==> config.mk <==
export PLATFORM = sky130hd
export DESIGN_NAME = aaiw_seq
export DESIGN_NICKNAME = d
export VERILOG_FILES = /design/src/rtl/aaiw_pkg.sv /design/src/rtl/aaiw_decode.sv /design/src/rtl/aaiw_timer.sv /design/src/rtl/aaiw_rbpin.sv /design/src/rtl/aaiw_seq.sv
export SDC_FILE = /design/constraint.sdc
export NUM_CORES = 1
export LEC_CHECK = 0
export ABC_CLOCK_PERIOD_IN_PS = 6720
export BUFFER_PORTS_ARGS = -buffer_cell sky130_fd_sc_hd__buf_2
export CORE_MARGIN = 5
export CORE_UTILIZATION = 54
export DETAILED_ROUTE_END_ITERATION = 12
export PLACE_DENSITY = 0.79
export RECOVER_POWER = 25
export SKIP_LAST_GASP = 1
export SYNTH_ARGS = -nofsm -noshare
export SYNTH_HDL_FRONTEND = slang
export SYNTH_SLANG_ARGS = --single-unit
==> constraint.sdc <==
create_clock -name clk -period 6.72 [get_ports clk]
set_clock_uncertainty 0.2 [all_clocks]
set_input_delay 0.336 -clock clk [delete_from_list [all_inputs] [get_ports clk]]
set_output_delay 0.336 -clock clk [all_outputs]
set_load 0.01 [all_outputs]
==> src/rtl/aaiw_pkg.sv <==
package aaiw_pkg;
  localparam logic [7:0] OP_WORD   = 8'hAD;
  localparam logic [7:0] OP_RDSR   = 8'h05;
  localparam logic [7:0] OP_WRDI   = 8'h04;
  localparam logic [7:0] OP_WREN   = 8'h06;
  localparam logic [7:0] OP_RB_ON  = 8'h70;
  localparam logic [7:0] OP_RB_OFF = 8'h80;

  typedef struct packed {
    logic enter;
    logic step;
    logic wren;
    logic wrdi;
    logic rb_on;
    logic rb_off;
  } aaiw_act_t;
endpackage

==> src/rtl/aaiw_decode.sv <==
module aaiw_decode
  import aaiw_pkg::*;
(
  input  logic       go,
  input  logic [7:0] op,
  input  logic       busy,
  input  logic       wel,
  input  logic       aai,
  input  logic       tgt_ok,
  output aaiw_act_t  act
);
  always_comb begin
    act = '0;
    if (go && !busy) begin
      if (aai) begin
        unique case (op)
          OP_WORD: act.step = tgt_ok;
          OP_WRDI: act.wrdi = 1'b1;
          default: ;
        endcase
      end else begin
        unique case (op)
          OP_WORD:   act.enter  = wel & tgt_ok;
          OP_WREN:   act.wren   = 1'b1;
          OP_WRDI:   act.wrdi   = 1'b1;
          OP_RB_ON:  act.rb_on  = 1'b1;
          OP_RB_OFF: act.rb_off = 1'b1;
          default: ;
        endcase
      end
    end
  end
endmodule

==> src/rtl/aaiw_timer.sv <==
module aaiw_timer #(
  parameter int PROG_CYCLES = 64
) (
  input  logic clk,
  input  logic rst_n,
  input  logic start,
  output logic busy,
  output logic done
);
  localparam int CW = $clog2(PROG_CYCLES + 1);

  logic [CW-1:0] cnt_q, cnt_d;
  logic          busy_q, busy_d;

  always_comb begin
    cnt_d  = cnt_q;
    busy_d = busy_q;
    if (start) begin
      cnt_d  = CW'(PROG_CYCLES - 1);
      busy_d = 1'b1;
    end else if (busy_q) begin
      if (cnt_q == '0) busy_d = 1'b0;
      else             cnt_d  = cnt_q - 1'b1;
    end
  end

  always_ff @(posedge clk or negedge rst_n) begin
    if (!rst_n) begin
      cnt_q  <= '0;
      busy_q <= 1'b0;
    end else begin
      cnt_q  <= cnt_d;
      busy_q <= busy_d;
    end
  end

  assign busy = busy_q;
  assign done = busy_q && (cnt_q == '0);
endmodule

==> src/rtl/aaiw_rbpin.sv <==
module aaiw_rbpin (
  input  logic clk,
  input  logic rst_n,
  input  logic cs_fall,
  input  logic cs_rise,
  input  logic rb_on,
  input  logic rb_off,
  input  logic aai,
  input  logic busy,
  output logic rb_oe,
  output logic rb_level
);
  logic cs_act_q, cs_act_d;
  logic en_q, en_d;

  always_comb begin
    cs_act_d = cs_act_q;
    if (cs_rise)      cs_act_d = 1'b0;
    else if (cs_fall) cs_act_d = 1'b1;
    en_d = en_q;
    if (rb_on)       en_d = 1'b1;
    else if (rb_off) en_d = 1'b0;
  end

  always_ff @(posedge clk or negedge rst_n) begin
    if (!rst_n) begin
      cs_act_q <= 1'b0;
      en_q     <= 1'b0;
    end else begin
      cs_act_q <= cs_act_d;
      en_q     <= en_d;
    end
  end

  assign rb_oe    = en_q & aai & cs_act_q;
  assign rb_level = ~busy;
endmodule

==> src/rtl/aaiw_seq.sv <==
module aaiw_seq
  import aaiw_pkg::*;
#(
  parameter int AW          = 19,
  parameter int PROG_CYCLES = 64
) (
  input  logic          clk,
  input  logic          rst_n,
  input  logic          cs_fall,
  input  logic          cs_rise,
  input  logic          cmd_full,
  input  logic [7:0]    cmd_op,
  input  logic [AW-1:0] cmd_addr,
  input  logic [7:0]    cmd_d0,
  input  logic [7:0]    cmd_d1,
  input  logic [AW:0]   prot_lo,
  output logic          wr_req,
  output logic [AW-1:0] wr_addr,
  output logic [15:0]   wr_data,
  output logic          busy,
  output logic          wel,
  output logic          aai,
  output logic          rb_oe,
  output logic          rb_level
);
  localparam int PW = AW + 1;

  // reset: asynchronous assert, synchronous release
  logic [1:0] rst_sync_q;
  logic       rst_s;
  always_ff @(posedge clk or negedge rst_n) begin
    if (!rst_n) rst_sync_q <= 2'b00;
    else        rst_sync_q <= {rst_sync_q[0], 1'b1};
  end
  assign rst_s = rst_sync_q[1];

  logic          wel_q, wel_d, aai_q, aai_d, last_q, last_d, req_q;
  logic [AW-1:0] nxt_q, nxt_d, addr_q;
  logic [15:0]   data_q;
  logic          tmr_busy, tmr_done, go_prog;
  logic [AW-1:0] word_start, tgt;
  logic [PW-1:0] tgt_next;
  logic          tgt_ok, tgt_last;
  aaiw_act_t     act;

  assign word_start = cmd_addr & ~AW'(1);
  assign tgt        = aai_q ? nxt_q : word_start;
  assign tgt_next   = {1'b0, tgt} + PW'(2);
  assign tgt_ok     = (tgt_next <= prot_lo);
  assign tgt_last   = ((tgt_next + PW'(2)) > prot_lo);

  aaiw_decode u_dec (
    .go     (cs_rise & cmd_full),
    .op     (cmd_op),
    .busy   (tmr_busy),
    .wel    (wel_q),
    .aai    (aai_q),
    .tgt_ok (tgt_ok),
    .act    (act)
  );

  assign go_prog = act.enter | act.step;

  aaiw_timer #(.PROG_CYCLES(PROG_CYCLES)) u_tmr (
    .clk   (clk),
    .rst_n (rst_s),
    .start (go_prog),
    .busy  (tmr_busy),
    .done  (tmr_done)
  );

  always_comb begin
    wel_d  = wel_q;
    aai_d  = aai_q;
    nxt_d  = nxt_q;
    last_d = last_q;
    if (act.wren) wel_d = 1'b1;
    if (act.wrdi) begin
      wel_d  = 1'b0;
      aai_d  = 1'b0;
      last_d = 1'b0;
    end
    if (go_prog) begin
      aai_d  = 1'b1;
      nxt_d  = tgt_next[AW-1:0];
      last_d = tgt_last;
    end
    if (tmr_done && last_q) begin
      aai_d  = 1'b0;
      wel_d  = 1'b0;
      last_d = 1'b0;
    end
  end

  always_ff @(posedge clk or negedge rst_s) begin
    if (!rst_s) begin
      wel_q  <= 1'b0;
      aai_q  <= 1'b0;
      last_q <= 1'b0;
      nxt_q  <= '0;
      req_q  <= 1'b0;
    end else begin
      wel_q  <= wel_d;
      aai_q  <= aai_d;
      last_q <= last_d;
      nxt_q  <= nxt_d;
      req_q  <= go_prog;
    end
  end

  // request payload, loaded only when a word is launched
  always_ff @(posedge clk or negedge rst_s) begin
    if (!rst_s) begin
      addr_q <= '0;
      data_q <= '0;
    end else if (go_prog) begin
      addr_q <= tgt;
      data_q <= {cmd_d0, cmd_d1};
    end
  end

  aaiw_rbpin u_rb (
    .clk      (clk),
    .rst_n    (rst_s),
    .cs_fall  (cs_fall),
    .cs_rise  (cs_rise),
    .rb_on    (act.rb_on),
    .rb_off   (act.rb_off),
    .aai      (aai_q),
    .busy     (tmr_busy),
    .rb_oe    (rb_oe),
    .rb_level (rb_level)
  );

  assign wr_req  = req_q;
  assign wr_addr = addr_q;
  assign wr_data = data_q;
  assign busy    = tmr_busy;
  assign wel     = wel_q;
  assign aai     = aai_q;
endmodule

# After elaboration in Yosys (flattened, before gate mapping)

Index checks and enable logic that the tools add are counted.

Equal/unequal tests: 6
Div/mod/pow operators: 0
Bitwise gates (word level): 6
Shift-type cells: 0
Order comparisons: 2
Reductions and logical operators: 11
Add/sub/neg operators: 3
$mul: 0
Multiplexer cells: 30

Operator list:

| operator                | count |
|---|---|
| $mux W1                 | 24 |
| $mux W7                 | 3 |
| $add A19 B2 Y20 const B | 1 |
| $add A20 B2 Y20 const B | 1 |
| $gt A20 B20 Y1          | 1 |
| $le A20 B20 Y1          | 1 |
| $mux W19                | 1 |
| $eq A8 B3 Y1 const B    | 2 |
| $eq A8 B8 Y1 const B    | 2 |
| $eq A8 B7 Y1 const B    | 1 |
| $logic_not A7 Y1        | 1 |
| $sub A7 B1 Y7 const B   | 1 |
| $mux W6                 | 1 |
| $reduce_bool A2 Y1      | 3 |
| $reduce_bool A3 Y1      | 2 |
| $and A1 B1 Y1           | 4 |
| $logic_and A1 B1 Y1     | 3 |
| $mux W2                 | 1 |
| $ne A2 B2 Y1 const B    | 1 |
| $reduce_and A2 Y1       | 1 |
| $logic_not A1 Y1        | 1 |
| $not A1 Y1              | 1 |
| $or A1 B1 Y1            | 1 |

Memories kept: 0
Bits in latches: 0
Word-level logic and storage cells: 70
Register bits: 70
Bits in read-only memories: 0
Output and inout port bits: 41
Input bits: 68
Memory bits (writable): 0

# Logic depth before layout (Yosys ltp)

Gate-level depths: netlist of the first run.

Word-level depth: 10
Gate-level depth with buffers: 21
Depth with buffers taken out: 17

# By module

Synthesis of the first run repeated with hierarchy kept, for this count alone.

Cell total of the unflattened synthesis: 554
Area total of the unflattened synthesis: 5009.8 µm²

Modules (own cells, without submodules):

| module      | times used | sequential area each (µm²) | cells an instance | area an instance (µm²) |
|---|---|---|---|---|
| aaiw_seq    | 1          | 1476.4                     | 486               | 4345.4 |
| aaiw_timer  | 1          | 200.2                      | 42                | 430.4 |
| aaiw_decode | 1          | 0.0                        | 18                | 155.1 |
| aaiw_rbpin  | 1          | 50.0                       | 8                 | 78.8 |

# Worst setup path before layout of the first run

No wires, ideal clock.

Kind: reg2reg
Start: register aai_q, in the netlist aai
End: register nxt_q[10]
Cell stages (with the launch flop): 20
Data required time: 6.395 ns
Buffers on the path: 5
Clock period less this slack: 4.911 ns
Library setup time: 0.125 ns
Arrival time: 4.587 ns
Slack: 1.809 ns
Cell sequence: dfrtp_1 -> buf_6 -> buf_6 -> buf_12 -> buf_6 -> mux2_2 -> ha_1 -> and2_1 -> nand2b_1 -> nor4b_4 -> xor2_2 -> inv_1 -> ha_1 -> nand4_1 -> nor4_1 -> nor2b_1 -> a2111oi_4 -> a31oi_4 -> buf_2 -> mux2_2

Cells in the longest elaborated chain, start to end: 8
Elaborated cells between the ends (all ways): 10
Classes of those cells: add/sub: 1; order compare: 1; mux: 6; bitwise: 2

RTL lines:

| element                | line              | text |
|---|---|---|
| from (decl)            | aaiw_seq.sv:37    | `logic wel_q, wel_d, aai_q, aai_d, last_q, last_d, req_q;` |
| from (signal assigned) | aaiw_seq.sv:104   | `aai_q <= aai_d;` |
| $mux W19 (*)           | aaiw_seq.sv:47    | `assign tgt = aai_q ? nxt_q : word_start;` |
| net tgt[2]             | aaiw_seq.sv:41    | `logic [AW-1:0] word_start, tgt;` |
| $add A19 B2 Y20 (*)    | aaiw_seq.sv:48    | `assign tgt_next = {1'b0, tgt} + PW'(2);` |
| net tgt_next[18]       | aaiw_seq.sv:42    | `logic [PW-1:0] tgt_next;` |
| $le A20 B20 Y1 (*)     | aaiw_seq.sv:49    | `assign tgt_ok = (tgt_next <= prot_lo);` |
| $and A1 B1 Y1          | aaiw_decode.sv:23 | `OP_WORD: act.enter = wel & tgt_ok;` |
| $mux W1                | aaiw_decode.sv:22 | `unique case (op)` |
| $mux W1                | aaiw_decode.sv:15 | `if (aai) begin` |
| $mux W6 (*)            | aaiw_decode.sv:14 | `if (go && !busy) begin` |
| $or A1 B1 Y1 (*)       | aaiw_seq.sv:62    | `assign go_prog = act.enter \| act.step;` |
| to (signal assigned)   | aaiw_seq.sv:106   | `nxt_q <= nxt_d;` |
| to (decl)              | aaiw_seq.sv:38    | `logic [AW-1:0] nxt_q, nxt_d, addr_q;` |

Mark *: on every way through the listed nets, which the timed path passes. The rest lies on a longest branch.
A chain may end at the register's enable or synchronous reset.

# Worst setup path in the final report of the first run

Start: register aai_q, in the netlist aai
End: register addr_q[16], in the netlist wr_addr[16]

Cells in the longest elaborated chain, start to end: 8
Elaborated cells between the ends (all ways): 10
Classes of those cells: add/sub: 1; order compare: 1; mux: 6; bitwise: 2

RTL lines:

| element              | line              | text |
|---|---|---|
| $mux W19 (*)         | aaiw_seq.sv:47    |  |
| net tgt[3]           | aaiw_seq.sv:41    |  |
| $add A19 B2 Y20 (*)  | aaiw_seq.sv:48    |  |
| net tgt_next[18]     | aaiw_seq.sv:42    |  |
| $le A20 B20 Y1 (*)   | aaiw_seq.sv:49    |  |
| $and A1 B1 Y1        | aaiw_decode.sv:23 |  |
| $mux W1              | aaiw_decode.sv:22 |  |
| $mux W1              | aaiw_decode.sv:15 |  |
| $mux W6 (*)          | aaiw_decode.sv:14 |  |
| $or A1 B1 Y1 (*)     | aaiw_seq.sv:62    |  |
| to (signal assigned) | aaiw_seq.sv:117   | `addr_q <= tgt;` |
| to (decl)            | aaiw_seq.sv:38    |  |

Marked as above.

==> qor.yml, run 1 <==
sta:
  setup_tns_ps: 0
  period_share: 0.8430
  worst_pin_slew_ps: 2817
  slew_violations: 53
  rsz0062_at_grt: "no"
  setup-violations-final: 0
  period_needed_ps: 5665
  relSlewSlack: -0.8783
  fmax_mhz: 176.5
  hold_viol_final: 0
  fin_hold_ws_ps: 17.60
die:
  row_count: 35
  die_h_um: 106.1
  io_pins: 109
  core_um2: 9109
  die_x_um: 106.1
  die_area_um2: 11250
  start_util: 0.5471
worst_hold_path:
  holdPathStages: 3
  min_path_type: "in -> reg"
routing:
  ant_nets: 0
  finalWirelength_mm: 11.55
  first_pass_iters: 4
  avgViaCountPerCell: 5.659
  drc: 0
  drt_iter0_markers: 200
  wl_per_cell_um: 16.67
  vias: 3922
synth:
  yosys_warnings: 0
  ys_seq_elements: 69
  synth_cell_types: 76
  synth_cells: 459
  postSynthAreaPerCell_um2: 10.86
  ys_async_sr_fraction: 1.000
  synth_nets: 571
  synthFlopType: "dfrtp_1"
  synthesis.area_um2: 4984
  yosysMostFrequentCell: "dfrtp_1"
  yosys.area.top_type: "dfrtp_1"
  ys_top_cells_by_count: "dfrtp_1, mux2_2, ha_1"
  synth_top_area_share: 0.3465
  synth_edf_count: 0
  ys_seq_area_frac: 0.3465
  synth_area_leaders: "dfrtp_1, ha_1, mux2_2"
final_layout:
  multi_input_area_um2: 3019
  fill_cells: 710
  diodes: 0
  nets: 689
  final_area_um2: 5898
  regArea_um2: 1728
  fin_cells: 693
  area_delta_synth_final_pct: 18.35
  drive_above_1_share: 0.3660
power:
  p_leak_nw: 3.087
  ir_worst_vdd_mv: 0.1287
  swShare: 0.2494
  pwr-share-clk: 0.423
  p_int_mw: 0.7248
  pwr-share-seq: 0.431
  p_comb_frac: 0.146
  power.switching_mw: 0.2408
  power_density_nw_per_um2: 163.7
place:
  dp_hpwl_mm: 9.277
  place_congestion: 0.8860
  placed_area_um2: 5605
  placed_cells: 671
  port_buffers: 107
cts:
  clock_latency_ps: 340
  root_buffer: "clkbuf_8"
  cts_max_path_buffers: 2
  clk_pin_slew_ps: 80
  clkSinkCount: 69
  cts_buffers: 9
  cts_tree: "built"
  cts_htree_levels: 3
  cts_setup_buffers: 0
setup_path:
  critPathKind: "reg -> reg"
  crit_slowest_cell: "nor4_1"
  path_buf_inv: 4
  cp_top_family: "simple AND/OR/NAND/NOR gates"
  arrival_ps: 5690
  required_ps: 6750
  worst_setup_path_end_kind: "flip-flop"
  crit_fanout: 23
  crit_path_cell_trace: "buf_4 > mux2i_1 > clkinv_2 > ha_1 > and2_1 > nand2b_1 > nor4b_4 > xor2_2 > inv_1 > ha_1 > nand4_1 > nor4_1 > nor2b_1 > a2111oi_4 > a31oi_4 > buf_4 > mux2_2"
  cp_num_cells: 17
  start_kind: "flip-flop"
  r2r_cells: 17
  slowest_delay_ps: 750
global_route:
  overflow: 0
  antenna_found_initial: 0
  grt_pass1_wl_mm: 19.73
  grt_max_degree: 53
  grt_pass1_vias: 4211
  grt_use_total: 0.2155
status:
  violations: "max-capacitance violations, max-slew violations"
  status: "finished with violations"
job:
  cap_violations: 1
-- area by class of cell --
cell class              instances  area share
clock buffers                  10     0.02164
clock inverters                 6     0.01888
inverters                      36     0.02355
multi-input cells             342      0.5119
repair buffers                119      0.1076
flip-flops and latches         69      0.2930
well taps                     111     0.02355
-- logic make-up after synthesis --
family | after synthesis | share of synthesized area
AND/OR/NAND/NOR | 134 | 0.1687
XOR/XNOR | 35 | 0.07432
AO/OA/AOI/OAI | 57 | 0.08963
adder cells (fa/ha/maj) | 44 | 0.1105
buffers and inverters | 48 | 0.04770
flip-flops | 69 | 0.3465
other | 1 | 0.0007525
multiplexers | 71 | 0.1619
-- worst paths after layout --
| path | startpoint | endpoint | slack, ps |
|---|---|---|---|
| max | aai | wr_addr[16] | 1060 |
| min | cs_fall | u_rb.cs_act_q | 20 |
| max reg2reg | aai | wr_addr[16] | 1060 |
| min reg2reg | rst_sync_q[0] | rst_sync_q[1] | 160 |
| max in group asynchronous | rst_sync_q[1] | wr_req | 3640 |
| min in group asynchronous | rst_n | rst_sync_q[0] | 100 |
-- state kept, by name, indices dropped and copies added (netlist names) --
signal         flops
wr_data           16
u_rb.en_q          1
wr_req             1
wel                1
last_q             1
u_tmr.busy         1
u_rb.cs_act_q      1
nxt_q             19
u_tmr.cnt_q        7
wr_addr           18
rst_sync_q         2
aai                1
-- worst min-delay path: cells and delay by family --
family | cells | cell delay [ps]
buffers and inverters | 1 | 80
AND/OR/NAND/NOR | 2 | 100
-- cells in the final DEF (no fill, tap or decap), types with 3 or more instances in the layout --
| cell type | netlist | routed |
|---|---|---|
| mux2_1 | 6 | 6 |
| dfrtp_1 | 69 | 68 |
| o21bai_1 | 3 | 3 |
| and3_1 | 4 | 4 |
| xnor2_1 | 21 | 21 |
| nand2_1 | 30 | 30 |
| ha_1 | 44 | 44 |
| mux2i_1 | 12 | 12 |
| buf_4 | 2 | 5 |
| xor2_2 | 3 | 3 |
| nor2_1 | 18 | 18 |
| nor3_1 | 5 | 5 |
| nand2b_1 | 4 | 4 |
| clkbuf_1 | 0 | 4 |
| inv_1 | 32 | 32 |
| a21oi_1 | 17 | 17 |
| xor2_1 | 7 | 7 |
| bufinv_16 | 0 | 3 |
| mux2_2 | 48 | 48 |
| o21ai_0 | 5 | 5 |
| and2_1 | 3 | 3 |
| clkbuf_8 | 0 | 9 |
| buf_2 | 6 | 105 |
| o211ai_1 | 3 | 3 |
| mux2i_2 | 3 | 3 |
| a21o_1 | 13 | 13 |
| or3_1 | 3 | 3 |
| nor4_1 | 7 | 7 |
| dlygate4sd3_1 | 0 | 6 |
| nand3b_1 | 3 | 3 |
| nor2b_1 | 6 | 6 |
| nand4_1 | 12 | 12 |
| xnor2_2 | 3 | 3 |
| nand3_1 | 9 | 9 |
-- metal layers --
layer,vias to the layer above,track usage,part of all wire
met5,-,0,0
met4,0,0.05735,0.012
met3,14,0.05525,0.066
met2,116,0.3789,0.51
met1,1908,0.2627,0.42
li1,1884,-,-
-- power groups by stage --
stage               Combinational (mW)  Sequential, mW  Clock [mW]
detailed placement               0.137           0.426           0
global route                     0.160           0.416       0.438
finish                           0.141           0.416       0.408
floorplan                       0.0850           0.430           0
global placement                 0.131           0.426           0
CTS                              0.142           0.416       0.414
-- through the flow --
step,worst slack [ps],util,power [mW]
3_5_place_dp,1104,0.6154,0.5632
6_report,1055,0.6475,0.9657
4_1_cts,1045,0.6482,0.9730
5_1_grt,663.0,0.6475,1.014
3_3_place_gp,1265,0.6154,0.5571
2_1_floorplan,1809,-,0.5150
-- what timing repair did --
item	4_1_cts	5_1_grt
endpoints found under the setup margin	0	0
hold buffers	6	0
hold endpoints to repair	21	0
resized for setup	0	0
No activity file was read; power rests on OpenSTA's default activity.
==> run 2: changes to the inputs <==
--- a/config.mk
+++ b/config.mk
@@ -5,7 +5,8 @@
 export SDC_FILE = /design/constraint.sdc
 export NUM_CORES = 1
 export LEC_CHECK = 0
-export ABC_CLOCK_PERIOD_IN_PS = 6720
+export ABC_AREA = 1
+export ABC_CLOCK_PERIOD_IN_PS = 5450
 export BUFFER_PORTS_ARGS = -buffer_cell sky130_fd_sc_hd__buf_2
 export CORE_MARGIN = 5
 export CORE_UTILIZATION = 54
==> constraint.sdc (replaced) <==
create_clock -name clk -period 5.45 [get_ports clk]
set_clock_uncertainty 0.2 [all_clocks]
set_input_delay 0.2725 -clock clk [delete_from_list [all_inputs] [get_ports clk]]
set_output_delay 0.2725 -clock clk [all_outputs]
set_load 0.01 [all_outputs]
==> qor.yml, run 2 <==
global_route:
  top_usage_layer: "met2"
  grt_pass1_wl_mm: 21.63  # +9.6%
  grt_max_degree: 68  # +28%
  overflow: 0  # unchanged
  gr-usage-met3: 0.05178  # -0.003476
  grtUsageMet1: 0.2837  # +0.02100
  met2_usage: 0.4011  # +0.02221
  grt_use_total: 0.2333  # +0.01778
  grt_pass1_vias: 4856  # +15%
  antenna_found_initial: 0  # unchanged
status:
  violations: "max-capacitance violations, max-slew violations"
  status: "finished with violations"
sta:
  setup_tns_ps: 0  # unchanged
  relSlewSlack: -1.368  # -0.4894
  period_needed_ps: 4586  # -1079 ps
  setup_slack_ps: 864.0  # -191.2 ps
  hold_viol_final: 0  # unchanged
  setup-violations-final: 0  # unchanged
  worst_pin_slew_ps: 3552  # +734.1 ps
  slew_violations: 68  # +28%
  period_share: 0.8415  # -0.001504
  rsz0062_at_grt: "no"
  fin_hold_ws_ps: 29.34  # +11.74 ps
  fmax_mhz: 218.1  # +24%
cts:
  clk_pin_slew_ps: 70  # about the same
  cts_htree_levels: 3  # unchanged
  cts_setup_buffers: 0  # unchanged
  cts_max_path_buffers: 2  # unchanged
  root_buffer: "clkbuf_8"
  cts_buffers: 9  # unchanged
  clock_latency_ps: 350  # about the same
  cts_tree: "built"
  clkSinkCount: 69  # unchanged
power:
  ir_worst_vdd_mv: 0.1544  # +20%
  power_density_nw_per_um2: 177.6  # +8.5%
  total_power_mw: 1.068  # +11%
  p_leak_nw: 3.225  # +4.5%
synth:
  synth_top_area_share: 0.3427  # -0.003786
  yosysMostFrequentCell: "nand2_1"
  synth_nets: 803  # +41%
  ys_seq_area_frac: 0.3427  # -0.003786
  postSynthAreaPerCell_um2: 7.292  # -33%
  synth_cells: 691  # +51%
  yosys.area.top_type: "dfrtp_1"
  synth_cell_types: 40  # -47%
  ys_seq_elements: 69  # unchanged
  ys_async_sr_fraction: 1.000  # unchanged
  ys_top_cells_by_count: "nand2_1, inv_1, dfrtp_1"
  synthFlopType: "dfrtp_1"
  yosys_warnings: 0  # unchanged
  synthesis.area_um2: 5039  # +1.1%
  synth_edf_count: 0  # unchanged
  synth_area_leaders: "dfrtp_1, nand2_1, ha_1"
routing:
  wl_per_cell_um: 13.93  # -16%
  drc: 0  # unchanged
  ant_nets: 0  # unchanged
  avgViaCountPerCell: 5.285  # -6.6%
  drt_iter0_markers: 223  # +12%
  vias: 4915  # +25%
  finalWirelength_mm: 12.96  # +12%
  first_pass_iters: 4  # unchanged
final_layout:
  fill_cells: 818  # +15%
  multi_input_area_um2: 2859  # -5.3%
  final_cell_mix: "nand2_1, buf_2, inv_1"
  largest_reg_flops: 19  # unchanged
  fin_cells: 930  # +34%
  diodes: 0  # unchanged
  drive_above_1_share: 0.2186  # -0.1474
  final_area_um2: 6013  # +2.0%
  regArea_um2: 1728  # unchanged
  nets: 926  # +34%
  largest_register: "nxt_q"
  area_delta_synth_final_pct: 19.34
  final_util: 0.6570  # +0.009479
  final_common_cell: "nand2_1"
place:
  place_congestion: 0.9328  # +5.3%
  dp_hpwl_mm: 9.878  # +6.5%
  placed_area_um2: 5624  # +0.33%
  placed_cells: 895  # +33%
  port_buffers: 107  # unchanged
  place_ws_ps: 884.9  # -218.9 ps
setup_path:
  startpoint: "aai"
  crit_path_cell_trace: "inv_4 > or2_2 > o21ai_0 > inv_1 > ha_1 > nand3_4 > nor2_4 > nand2_2 > nor2_2 > nand3b_1 > nand2_1 > nand2_1 > ha_1 > nand2_1 > nor2_1 > nand2_1 > nor4_1 > nand4_1 > nand2_1 > nand2_2 > inv_1 > nand2_1 > nand2_1"
  crit_slowest_cell: "inv_1"
  worst_setup_path_end_kind: "flip-flop"
  cpMostUsedCell: "nand2_1"
  critPathKind: "reg -> reg"
  start_kind: "flip-flop"
  r2r_start: "aai"
  required_ps: 5530  # -1220 ps
  slowest_delay_ps: 520  # -230 ps
  arrival_ps: 4670  # -1020 ps
  crit_fanout: 22  # -4.3%
die:
  start_util: 0.5505  # +0.003397
  die_area_um2: 11360  # +1.0%
  io_pins: 109  # unchanged
  die_h_um: 106.6  # +0.50%
  row_count: 35  # unchanged
  core_um2: 9153  # +0.48%
  die_x_um: 106.6  # +0.50%
worst_hold_path:
  min_path_type: "in -> async"
job:
  cap_violations: 1  # unchanged
[run 2: worst max-delay path, delay by kind of cell, from the launching register on]
family,cells,cell delay [ps]
fa+ha+maj,2,570
buf+inv,3,920
compound gates,1,150
simple gates,17,2240
flops,1,410
[run 2: per-layer routing]
layer	vias up	wire length, um
met5	-	0
met4	0	305
met3	32	885
met2	154	6242
met1	2270	5524
li1	2459	-
[run 2: final cells by class]
type / instances / area share
multi-input combinational: 516 / 0.4754
clock inverter: 4 / 0.01165
sequential: 69 / 0.2873
timing repair buffer: 130 / 0.1213
inverter: 88 / 0.05535
clock buffer: 12 / 0.02580
tap: 111 / 0.02310
[run 2: cells by family (layout without fill, tap and decap cells)]
family / Yosys count / in the layout / synth area share
buf+inv: 106 / 234 / 0.09039
fa+ha+maj: 44 / 44 / 0.1093
flops: 69 / 69 / 0.3427
compound gates: 86 / 86 / 0.09263
xor+xnor: 11 / 11 / 0.01912
simple gates: 374 / 374 / 0.3452
other cells: 1 / 1 / 0.0007443
[run 2: power by group]
group          total, mW  switching (mW)  internal, mW  leakage (nW)
sequential         0.514        0.000471         0.513         0.906
clock              0.476           0.194         0.281         0.116
combinational     0.0785          0.0412        0.0373          2.20
[run 2: what timing repair did]
item | 4_1_cts | 5_1_grt
endpoints found under the setup margin | 0 | 0
resized for setup | 0 | 0
hold endpoints to repair | 19 | 0
hold buffers | 19 | 0
[run 2: final timing paths]
| path | to | slack, ps | cells after the start |
|---|---|---|---|
| max | wr_data[5] | 860 | 23 |
| min | rst_sync_q[0] | 30 | 2 |
| max reg2reg | wr_data[5] | 860 | 23 |
| min reg2reg | rst_sync_q[1] | 150 | 0 |
| max in group asynchronous | nxt_q[4] | 1680 | 1 |
| min in group clk | u_rb.en_q | 40 | 3 |
